<file path="src/rtl/sw_pkg.sv">
package sw_pkg;

    typedef enum logic [1:0] {
        SW_IDLE        = 2'd0,
        SW_RUN         = 2'd1,
        SW_RUN_FROZEN  = 2'd2,
        SW_IDLE_FROZEN = 2'd3
    } sw_state_e;

    // digit to segment pattern, bit 6 first
    function automatic logic [6:0] seg_of(input logic [3:0] d);
        logic [6:0] s;
        unique case (d)
            4'd0:    s = 7'b1111110;
            4'd1:    s = 7'b1100000;
            4'd2:    s = 7'b1011011;
            4'd3:    s = 7'b1110011;
            4'd4:    s = 7'b1100101;
            4'd5:    s = 7'b0110111;
            4'd6:    s = 7'b0111111;
            4'd7:    s = 7'b1100010;
            4'd8:    s = 7'b1111111;
            4'd9:    s = 7'b1110111;
            default: s = 7'b0000000;
        endcase
        return s;
    endfunction

endpackage

</file>
<file path="src/rtl/sw_key_edge.sv">
module sw_key_edge (
    input  logic clk,
    input  logic rst,
    input  logic key,
    output logic press
);
    logic key_q;

    always_ff @(posedge clk) begin
        if (rst) key_q <= 1'b0;
        else     key_q <= key;
    end

    assign press = key & ~key_q;

    // a held key yields a single press
    assert_single_press_R4: assert property (@(posedge clk) disable iff (rst)
        press |=> !press);
endmodule

</file>
<file path="src/rtl/sw_prescaler.sv">
module sw_prescaler #(
    parameter int CLK_HZ  = 4096,
    parameter int TICK_HZ = 100
) (
    input  logic clk,
    input  logic rst,
    input  logic en,
    input  logic clr,
    output logic tick
);
    localparam int ACC_W = $clog2(CLK_HZ + TICK_HZ + 1);
    localparam logic [ACC_W-1:0] STEP  = ACC_W'(TICK_HZ);
    localparam logic [ACC_W-1:0] LIMIT = ACC_W'(CLK_HZ);

    logic [ACC_W-1:0] acc_q;
    logic [ACC_W-1:0] sum;

    assign sum  = acc_q + STEP;
    assign tick = en && !clr && (sum >= LIMIT);

    always_ff @(posedge clk) begin
        if (rst || clr)   acc_q <= '0;
        else if (en)      acc_q <= (sum >= LIMIT) ? sum - LIMIT : sum;
    end

    // residue stays below one clock period's worth
    assert_acc_range_R3: assert property (@(posedge clk) disable iff (rst)
        acc_q < LIMIT);
    // residue held while stopped
    assert_acc_hold_R5: assert property (@(posedge clk) disable iff (rst)
        (!en && !clr) |=> $stable(acc_q));
endmodule

</file>
<file path="src/rtl/sw_bcd_chain.sv">
module sw_bcd_chain #(
    parameter int DIGITS = 4
) (
    input  logic                  clk,
    input  logic                  rst,
    input  logic                  clr,
    input  logic                  tick,
    output logic [DIGITS*4-1:0]   bcd
);
    localparam logic [DIGITS*4-1:0] ALL_NINE = {DIGITS{4'd9}};

    logic [DIGITS:0] carry;
    assign carry[0] = tick;

    for (genvar i = 0; i < DIGITS; i++) begin : g_digit
        logic [3:0] d_q;
        assign carry[i+1] = carry[i] && (d_q == 4'd9);
        assign bcd[i*4 +: 4] = d_q;

        always_ff @(posedge clk) begin
            if (rst || clr)    d_q <= 4'd0;
            else if (carry[i]) d_q <= (d_q == 4'd9) ? 4'd0 : d_q + 4'd1;
        end

        // each digit stays decimal
        assert_digit_bcd_R11: assert property (@(posedge clk) disable iff (rst)
            d_q <= 4'd9);
    end

    // full-scale wraps to zero
    assert_wrap_R10: assert property (@(posedge clk) disable iff (rst)
        (tick && !clr && bcd == ALL_NINE) |=> (bcd == '0));
endmodule

</file>
<file path="src/rtl/sw_seg_encoder.sv">
module sw_seg_encoder #(
    parameter int DIGITS = 4
) (
    input  logic [DIGITS*4-1:0] bcd,
    output logic [DIGITS*7-1:0] seg
);
    for (genvar i = 0; i < DIGITS; i++) begin : g_enc
        assign seg[i*7 +: 7] = sw_pkg::seg_of(bcd[i*4 +: 4]);
    end
endmodule

</file>
<file path="src/rtl/sw_stopwatch.sv">
module sw_stopwatch #(
    parameter int CLK_HZ  = 4096,
    parameter int TICK_HZ = 100,
    parameter int DIGITS  = 4
) (
    input  logic                clk,
    input  logic                rst,
    input  logic                key_start,
    input  logic                key_lap,
    output logic [DIGITS*7-1:0] seg_o
);
    import sw_pkg::*;

    localparam int BCD_W = DIGITS * 4;

    sw_state_e state_q, state_d;
    logic start_p, lap_raw, lap_p;
    logic count_en, clr, capture, show_frozen;
    logic tick;
    logic [BCD_W-1:0] count_bcd, frozen_q, shown;

    sw_key_edge u_key_start (.clk(clk), .rst(rst), .key(key_start), .press(start_p));
    sw_key_edge u_key_lap   (.clk(clk), .rst(rst), .key(key_lap),   .press(lap_raw));

    // start wins a tie
    assign lap_p = lap_raw & ~start_p;

    // next state
    always_comb begin
        state_d = state_q;
        unique case (state_q)
            SW_IDLE: begin
                if (start_p)    state_d = SW_RUN;
            end
            SW_RUN: begin
                if (start_p)    state_d = SW_IDLE;
                else if (lap_p) state_d = SW_RUN_FROZEN;
            end
            SW_RUN_FROZEN: begin
                if (start_p)    state_d = SW_IDLE_FROZEN;
                else if (lap_p) state_d = SW_RUN;
            end
            SW_IDLE_FROZEN: begin
                if (start_p)    state_d = SW_RUN_FROZEN;
                else if (lap_p) state_d = SW_IDLE;
            end
            default:            state_d = SW_IDLE;
        endcase
    end

    // state register
    always_ff @(posedge clk) begin
        if (rst) state_q <= SW_IDLE;
        else     state_q <= state_d;
    end

    // outputs of the machine
    always_comb begin
        count_en    = 1'b0;
        clr         = 1'b0;
        capture     = 1'b0;
        show_frozen = 1'b0;
        unique case (state_q)
            SW_IDLE: begin
                clr = lap_p;
            end
            SW_RUN: begin
                count_en = 1'b1;
                capture  = lap_p;
            end
            SW_RUN_FROZEN: begin
                count_en    = 1'b1;
                show_frozen = 1'b1;
            end
            SW_IDLE_FROZEN: begin
                clr         = lap_p;
                show_frozen = 1'b1;
            end
            default: ;
        endcase
    end

    sw_prescaler #(.CLK_HZ(CLK_HZ), .TICK_HZ(TICK_HZ)) u_pre (
        .clk(clk), .rst(rst), .en(count_en), .clr(clr), .tick(tick)
    );

    sw_bcd_chain #(.DIGITS(DIGITS)) u_cnt (
        .clk(clk), .rst(rst), .clr(clr), .tick(tick), .bcd(count_bcd)
    );

    always_ff @(posedge clk) begin
        if (rst)          frozen_q <= '0;
        else if (capture) frozen_q <= count_bcd;
    end

    assign shown = show_frozen ? frozen_q : count_bcd;

    sw_seg_encoder #(.DIGITS(DIGITS)) u_enc (.bcd(shown), .seg(seg_o));

    // frozen view holds until a lap press
    assert_lap_hold_R6: assert property (@(posedge clk) disable iff (rst)
        (show_frozen && !lap_p) |=> $stable(seg_o));
    // stopped lap press clears and leaves frozen view
    assert_clear_R7: assert property (@(posedge clk) disable iff (rst)
        (!count_en && lap_p) |=> (count_bcd == '0 && !show_frozen));
    // tie does not change the view mode
    assert_start_priority_R9: assert property (@(posedge clk) disable iff (rst)
        (start_p && lap_raw) |=> (show_frozen == $past(show_frozen)));
    // no count advance while stopped without a press
    assert_idle_hold_R1: assert property (@(posedge clk) disable iff (rst)
        (!count_en && !lap_p) |=> $stable(count_bcd));
endmodule

</file>
<file path="config.mk">
export PLATFORM = sky130hd
export DESIGN_NAME = sw_stopwatch
export DESIGN_NICKNAME = d
export VERILOG_FILES = /design/src/rtl/sw_pkg.sv /design/src/rtl/sw_key_edge.sv /design/src/rtl/sw_prescaler.sv /design/src/rtl/sw_bcd_chain.sv /design/src/rtl/sw_seg_encoder.sv /design/src/rtl/sw_stopwatch.sv
export SDC_FILE = /design/constraint.sdc
export NUM_CORES = 1
export LEC_CHECK = 0
export BUFFER_PORTS_ARGS = -buffer_cell sky130_fd_sc_hd__clkbuf_2
export CAP_MARGIN = 20
export CORE_MARGIN = 1.5
export CORE_UTILIZATION = 54
export CTS_BUF_LIST = sky130_fd_sc_hd__clkbuf_2
export DETAILED_ROUTE_END_ITERATION = 10
export GPL_TIMING_DRIVEN = 0
export PLACE_DENSITY = 0.74
export SYNTH_ARGS = -nofsm -noshare
export SYNTH_HDL_FRONTEND = slang
export SYNTH_SLANG_ARGS = --single-unit
</file>
<file path="constraint.sdc">
create_clock -name clk -period 3.75 [get_ports clk]
set_input_delay 0.75 -clock clk [delete_from_list [all_inputs] [get_ports clk]]
set_output_delay 0.75 -clock clk [all_outputs]
set_load 0.005 [all_outputs]
</file>
# Yosys cells after proc, flatten, opt, wreduce, memory -nomap -nowiden
# Memory sizes are Yosys's and may differ from the RTL's.
# Cells that the tools add are included.
totals:
  word_cells: 67
  output_inout_bits: 28
  n_memories: 4
  mem_bits_ro: 448
  ff_bits: 49
classes:
  eq_ne: 11
  muxes: 18
  reduce_logical: 12
  bitwise_logic: 6
  order_cmp: 1
  n_addsub: 6
mem_list:
  columns: ["memory", "depth", "word_bits", "read_ports", "rd_clocked_by_memory_dff", "write_ports", "line_no", "text"]
  rows:
  - ["(no name shown)", 16, 7, 1, 0, 0, "sw_pkg.sv:13", "unique case (d)"]
  - ["(no name shown)", 16, 7, 1, 0, 0, "sw_pkg.sv:13", null]
  - ["(no name shown)", 16, 7, 1, 0, 0, "sw_pkg.sv:13", null]
  - ["(no name shown)", 16, 7, 1, 0, 0, "sw_pkg.sv:13", null]
ops:
  columns: ["operator", "n"]
  rows:
  - ["adder 4 x 1 -> 4 bit, second input constant", 4]
  - ["== test 4 bit, second input constant", 4]
  - ["two-way mux 16 bit", 1]
  - ["two-way mux 4 bit", 4]
  - ["two-way mux 2 bit", 7]
  - ["adder 13 x 7 -> 13 bit, second input constant", 1]
  - [">= comparator 13 bit, second input constant", 1]
  - ["two-way mux 13 bit", 1]
  - ["subtractor 13 bit, second input constant", 1]
  - ["inequality test 3 bit, second input constant", 3]
  - ["case mux 2 bit (4 select lines)", 1]
  - ["OR reduction 2 bit", 3]
  - ["logical AND 1 bit", 5]
  - ["== test 2 bit, second input constant", 2]
  - ["two-way mux 1 bit", 4]
  - ["AND reduction 4 bit", 1]
  - ["bitwise AND 1 bit", 3]
  - ["NOT 1 bit", 3]
  - ["== test 2 x 1 -> 1 bit, second input constant", 1]
  - ["logical NOT 2 bit", 1]
  - ["inequality test 2 bit, second input constant", 1]
  - ["logical NOT 1 bit", 1]
  - ["logical OR 1 bit", 1]

# Depth between registers and ports, before layout
logic_depth:
  ltp_word: 11
  depth_mapped: 10

# Modules after synthesis
# A second synthesis with hierarchy kept.
hier_totals:
  hier_cells: 385
  hier_area_um2: 3316.9
modules_own_cells:
  columns: ["mod", "cells_each", "area_each_um2", "n_inst"]
  rows:
  - ["sw_stopwatch", 111, 1001.0, 1]
  - ["sw_seg_encoder", 112, 882.1, 1]
  - ["sw_bcd_chain", 96, 799.5, 1]
  - ["sw_prescaler", 60, 539.3, 1]
  - ["sw_key_edge", 3, 47.5, 2]

# Worst setup path after synthesis
# OpenSTA, ideal clock, no wires.
synth_path:
  path_kind: "register -> output"
  from: "reg state_q[0]"
  to: "out seg_o[25]"
  required_ns: 3.000
  path_buffers: 1
  arrival_time_ns: 2.242
  slack_ns: 0.758
  stages_incl_launch_ff: 10
  path_cell_list: "dfxtp_1 inv_1 ha_1 nor2_4 buf_4 mux2i_1 ha_1 nor2b_1 o21ai_0 nand2_1"
synth_via:
  elab_chain_len: 5
synth_lines:
  columns: ["element", "line_no", "text"]
  rows:
  - ["start, declared", "sw_stopwatch.sv:16", "sw_state_e state_q, state_d;"]
  - ["start signal, assigned", "sw_stopwatch.sv:54", "else state_q <= state_d;"]
  - ["== test 2 bit", "sw_stopwatch.sv:63", "unique case (state_q)"]
  - ["OR reduction 2 bit (no line) *", null, null]
  - ["two-way mux 1 bit *", "sw_stopwatch.sv:63", null]
  - ["two-way mux 16 bit *", "sw_stopwatch.sv:96", "assign shown = show_frozen ? frozen_q : count_bcd;"]
  - ["memory read (16 x 7 bit) *", null, null]
  - ["end, declared", "sw_stopwatch.sv:10", "output logic [DIGITS*7-1:0] seg_o"]
# Mark *: on every way between the ends. The rest lies on a longest branch, timed or not.

# Worst setup path after layout
layout_path:
  from: "reg state_q[0]"
  to: "out seg_o[18]"
# The elaborated chain is that of the path after synthesis.

==> results.md <==
- Final WS setup: 0.204 ns
- Crit-path slowest cell: mux2i_1
- VDD IR max: 0.000235 V
- Synth Net Count: 392
- Unrepaired setup endpoints after global routing: true
- Syn Inst Count: 358
- Total grt overflow: 0
- Clock Skew: 0.0202 ns
- Overall global routing resource usage: 20.0%
- #FFs+latches synth: 47
- Die width: 78.6 µm
- Least-Margin Pin Slew: 0.705 ns
- Peak Freq: 0.282 GHz
- Area Growth Syn to Fin: 12.4%
- Register area share after synthesis: 30.5%
- Bufs on Longest Clock Path: 2
- DRT Pass-1 Iters: 4
- Die Footprint: 6180 µm²
- Data required, critical path: 3.00 ns
- CTS tree: yes
- Clock-pin slew on the worst setup and hold paths: 0.24 ns
- Crit path top cell by count: ha_1
- Post-Syn Area: 3090 µm²
- Total of fill cells in the finished design: 485
- H-tree Lvls: 2
- Number of max-cap violations: 0
- Mux cell area share after synthesis: 13.0%
- Warnings, synthesis: 0
- Top cell family by delay on the critical path: adder cells
- Status: finished clean
- Number of hold buffers added after cts: 0
- Xor/xnor cell area share of the yosys netlist: 4.54%
- Setup crit end kind: output port
- Post-synth EDFFs: 0
- CP startpoint kind: flop
- Critical path class: flop to output port
- Dpl cell area: 3330 µm²
- CP max FO: 10
- ANT nets after route: 0
- Total CTS buffers: 5
- Final setup viols: 0
- IO Count: 32
- Largest family of logic cells by synthesized area: simple AND/OR/NAND/NOR gates
- Dpl ws: 0.220 ns
- Placer Congestion: 0.813
- CP bufs+invs: 3
- Core area: 5510 µm²
- Final Max Slew Viols: 0
- Cells along the critical path: inv_1 > ha_1 > nor2_4 > buf_4 > mux2i_1 > ha_1 > nor2b_1 > o21ai_0 > nand2_1 > clkbuf_2
- Compound-Gate Fraction of Synth Area: 14.4%
- Post-synth ARST share: 0%
- Die height: 78.6 µm
- Vias per inst: 5.30
- Initial Util: 56.1%
- Final critical-path required period: 3.55 ns
- Syn_area_per_cell: 8.63 µm²
- Hold Crit Class: flop to flop
- Root Buffer: clkbuf_2
- DR vias: 2509
- WL per Instance: 12.3 µm
- Worst endpoint data arrival time: 2.80 ns
- DRC Markers: 0
- First-pass GRT wire length: 10.1 mm
- Largest net degree at the start of global routing: 15
- Nets@finish: 434
- Cell area after layout: 3470 µm²
- Ant. Diodes: 0
- Max stage delay on crit path: 0.43 ns
- Clock Sinks: 47
- Power Density: 270 nW/µm²
- Fin. Hold Viols: 0
- Leakage: 1.65 nW
- First DRT Iteration DRCs: 83
- Post-synth cell types: 47
- Routed WL: 5.82 mm
- Final period util: 94.6%
- Initial antenna violation count: 0
- Max transition margin: 52.7%
- Pwr Total: 939 µW
- Synth Area in Simple Gates: 21.1%
- I/O Buffers: 31
- Worst-skew pair later-pin latency: 0.42 ns
- Final HPWL DP: 4.18 mm
- Fraction of layout cells with a size suffix above 1: 17.0%
- Prevailing post-synth register cell: dfxtp_1
- Synth Area in Adders: 12.2%
- Rows: 27
- Vias in the first global route: 2300
- Final Util: 63.1%
## layer usage
| layer | vias to the layer above | share of wire, % | GRT usage (%) |
|---|---|---|---|
| met5 | - | 0 | 0 |
| met4 | 0 | 0.58 | 5.54 |
| met3 | 4 | 3.2 | 3.95 |
| met2 | 39 | 49 | 35.8 |
| met1 | 1159 | 47 | 24.3 |
| li1 | 1307 | - | - |
## worst min-delay path, stage by stage (launching register included)
cell,delay (ns)
dfxtp_1,0.38
mux2i_1,0.07
nor2_1,0.07
## path summary, 6_finish.rpt
check	startpoint	end	slack [ns]	cells past startpoint
worst min-delay path	frozen_q[10]$_SDFFE_PP0P_	frozen_q[10]$_SDFFE_PP0P_	0.53	2
worst max-delay path	state_q[0]$_SDFFE_PP0P_	seg_o[18]	0.20	10
worst min register to register	frozen_q[10]$_SDFFE_PP0P_	frozen_q[10]$_SDFFE_PP0P_	0.53	2
worst max register to register	state_q[0]$_SDFFE_PP0P_	u_cnt.g_digit[0].d_q[2]$_SDFFE_PP0N_	1.52	5
## cells in the final DEF, fill, tap and decap left out, types with 2 or more instances in the layout
| cell | instances |
|---|---|
| buf_2 | 2 |
| mux2i_2 | 5 |
| o2111ai_1 | 4 |
| o211ai_1 | 2 |
| mux2i_4 | 2 |
| nor3_1 | 2 |
| nor2_4 | 2 |
| and2_1 | 3 |
| clkbuf_2 | 37 |
| a21oi_1 | 13 |
| a31oi_1 | 6 |
| a211oi_1 | 3 |
| mux2i_1 | 33 |
| xnor2_1 | 7 |
| nand3_1 | 6 |
| ha_1 | 30 |
| o211ai_2 | 3 |
| nand2b_1 | 4 |
| and3_1 | 2 |
| dfxtp_1 | 47 |
| nor2b_1 | 16 |
| buf_4 | 7 |
| inv_1 | 17 |
| a21o_1 | 3 |
| o21ai_0 | 18 |
| or3_1 | 2 |
| clkbuf_1 | 6 |
| nand2_1 | 28 |
| nor2_1 | 55 |
| xor2_1 | 9 |
| nand3b_1 | 6 |
## sequential cells by signal (all words and copies together) (netlist names)
name and count:
u_cnt.g_digit.d_q 16, frozen_q 16, u_key_start.key_q 1, state_q 2, u_pre.acc_q 11, u_key_lap.key_q 1
## metrics by stage
step | instances | hold WS, ns | TNS, ns
6_report | 473 | 0.531 | 0
5_1_grt | 473 | 0.517 | -0.0715
2_1_floorplan | 358 | 0.463 | 0
3_3_place_gp | 461 | 0.474 | 0
4_1_cts | 473 | 0.535 | 0
3_5_place_dp | 461 | 0.484 | 0
## cell families (layout without fill, tap and decap cells)
| group | count (synthesis) | in the layout |
|---|---|---|
| compound gates | 62 | 62 |
| xor+xnor | 16 | 16 |
| fa+ha+maj | 30 | 30 |
| buf+inv | 30 | 73 |
| flops | 47 | 47 |
| mux | 40 | 40 |
| simple gates | 133 | 133 |
## cell type report
cell class	count	area, µm²	area share, %
flip-flops and latches	47	941	27.1
multi-input cells	281	2060	59.2
clock buffers	5	25.0	0.721
clock inverters	3	38.8	1.12
well taps	72	90.1	2.59
inverters	17	63.8	1.84
repair buffers	35	185	5.33
plain buffers	13	71.3	2.05
## report_power, final
part | leakage, nW | switching [mW] | internal, mW | total (mW)
clock | 0.0404 | 0.160 | 0.110 | 0.270
sequential | 0.380 | 0.0135 | 0.516 | 0.529
combinational | 1.23 | 0.0842 | 0.0558 | 0.140
total | 1.65 | 0.258 | 0.681 | 0.939
## cell usage after synthesis (all sizes together) (2+ instances only)
master / number / area [µm²]
and3: 2 / 12.5
o2111ai: 5 / 50.0
nand3b: 6 / 45.0
inv: 17 / 63.8
o211ai: 6 / 73.8
and4: 2 / 20.0
nand2b: 4 / 25.0
a31oi: 7 / 58.8
a21oi: 13 / 65.1
a211oi: 3 / 22.5
nor2b: 16 / 100
o21ai: 19 / 95.1
nor2: 57 / 229
mux2i: 40 / 400
xor2: 9 / 78.8
dfxtp: 47 / 941
xnor2: 7 / 61.3
clkbuf: 7 / 27.5
nand3: 6 / 30.0
nor3: 2 / 10.0
and2: 3 / 18.8
or3: 2 / 12.5
nand2: 28 / 105
ha: 30 / 375
buf: 6 / 43.8
a21o: 3 / 22.5
## what timing repair did
| action | 4_1_cts | 5_1_grt |
|---|---|---|
| setup endpoints to repair | 22 | 12 |
| buffers inserted | 4 | 0 |
| resized for setup | 3 | 6 |
| pin swaps | 1 | 0 |
(Power assumes the default switching activity.)
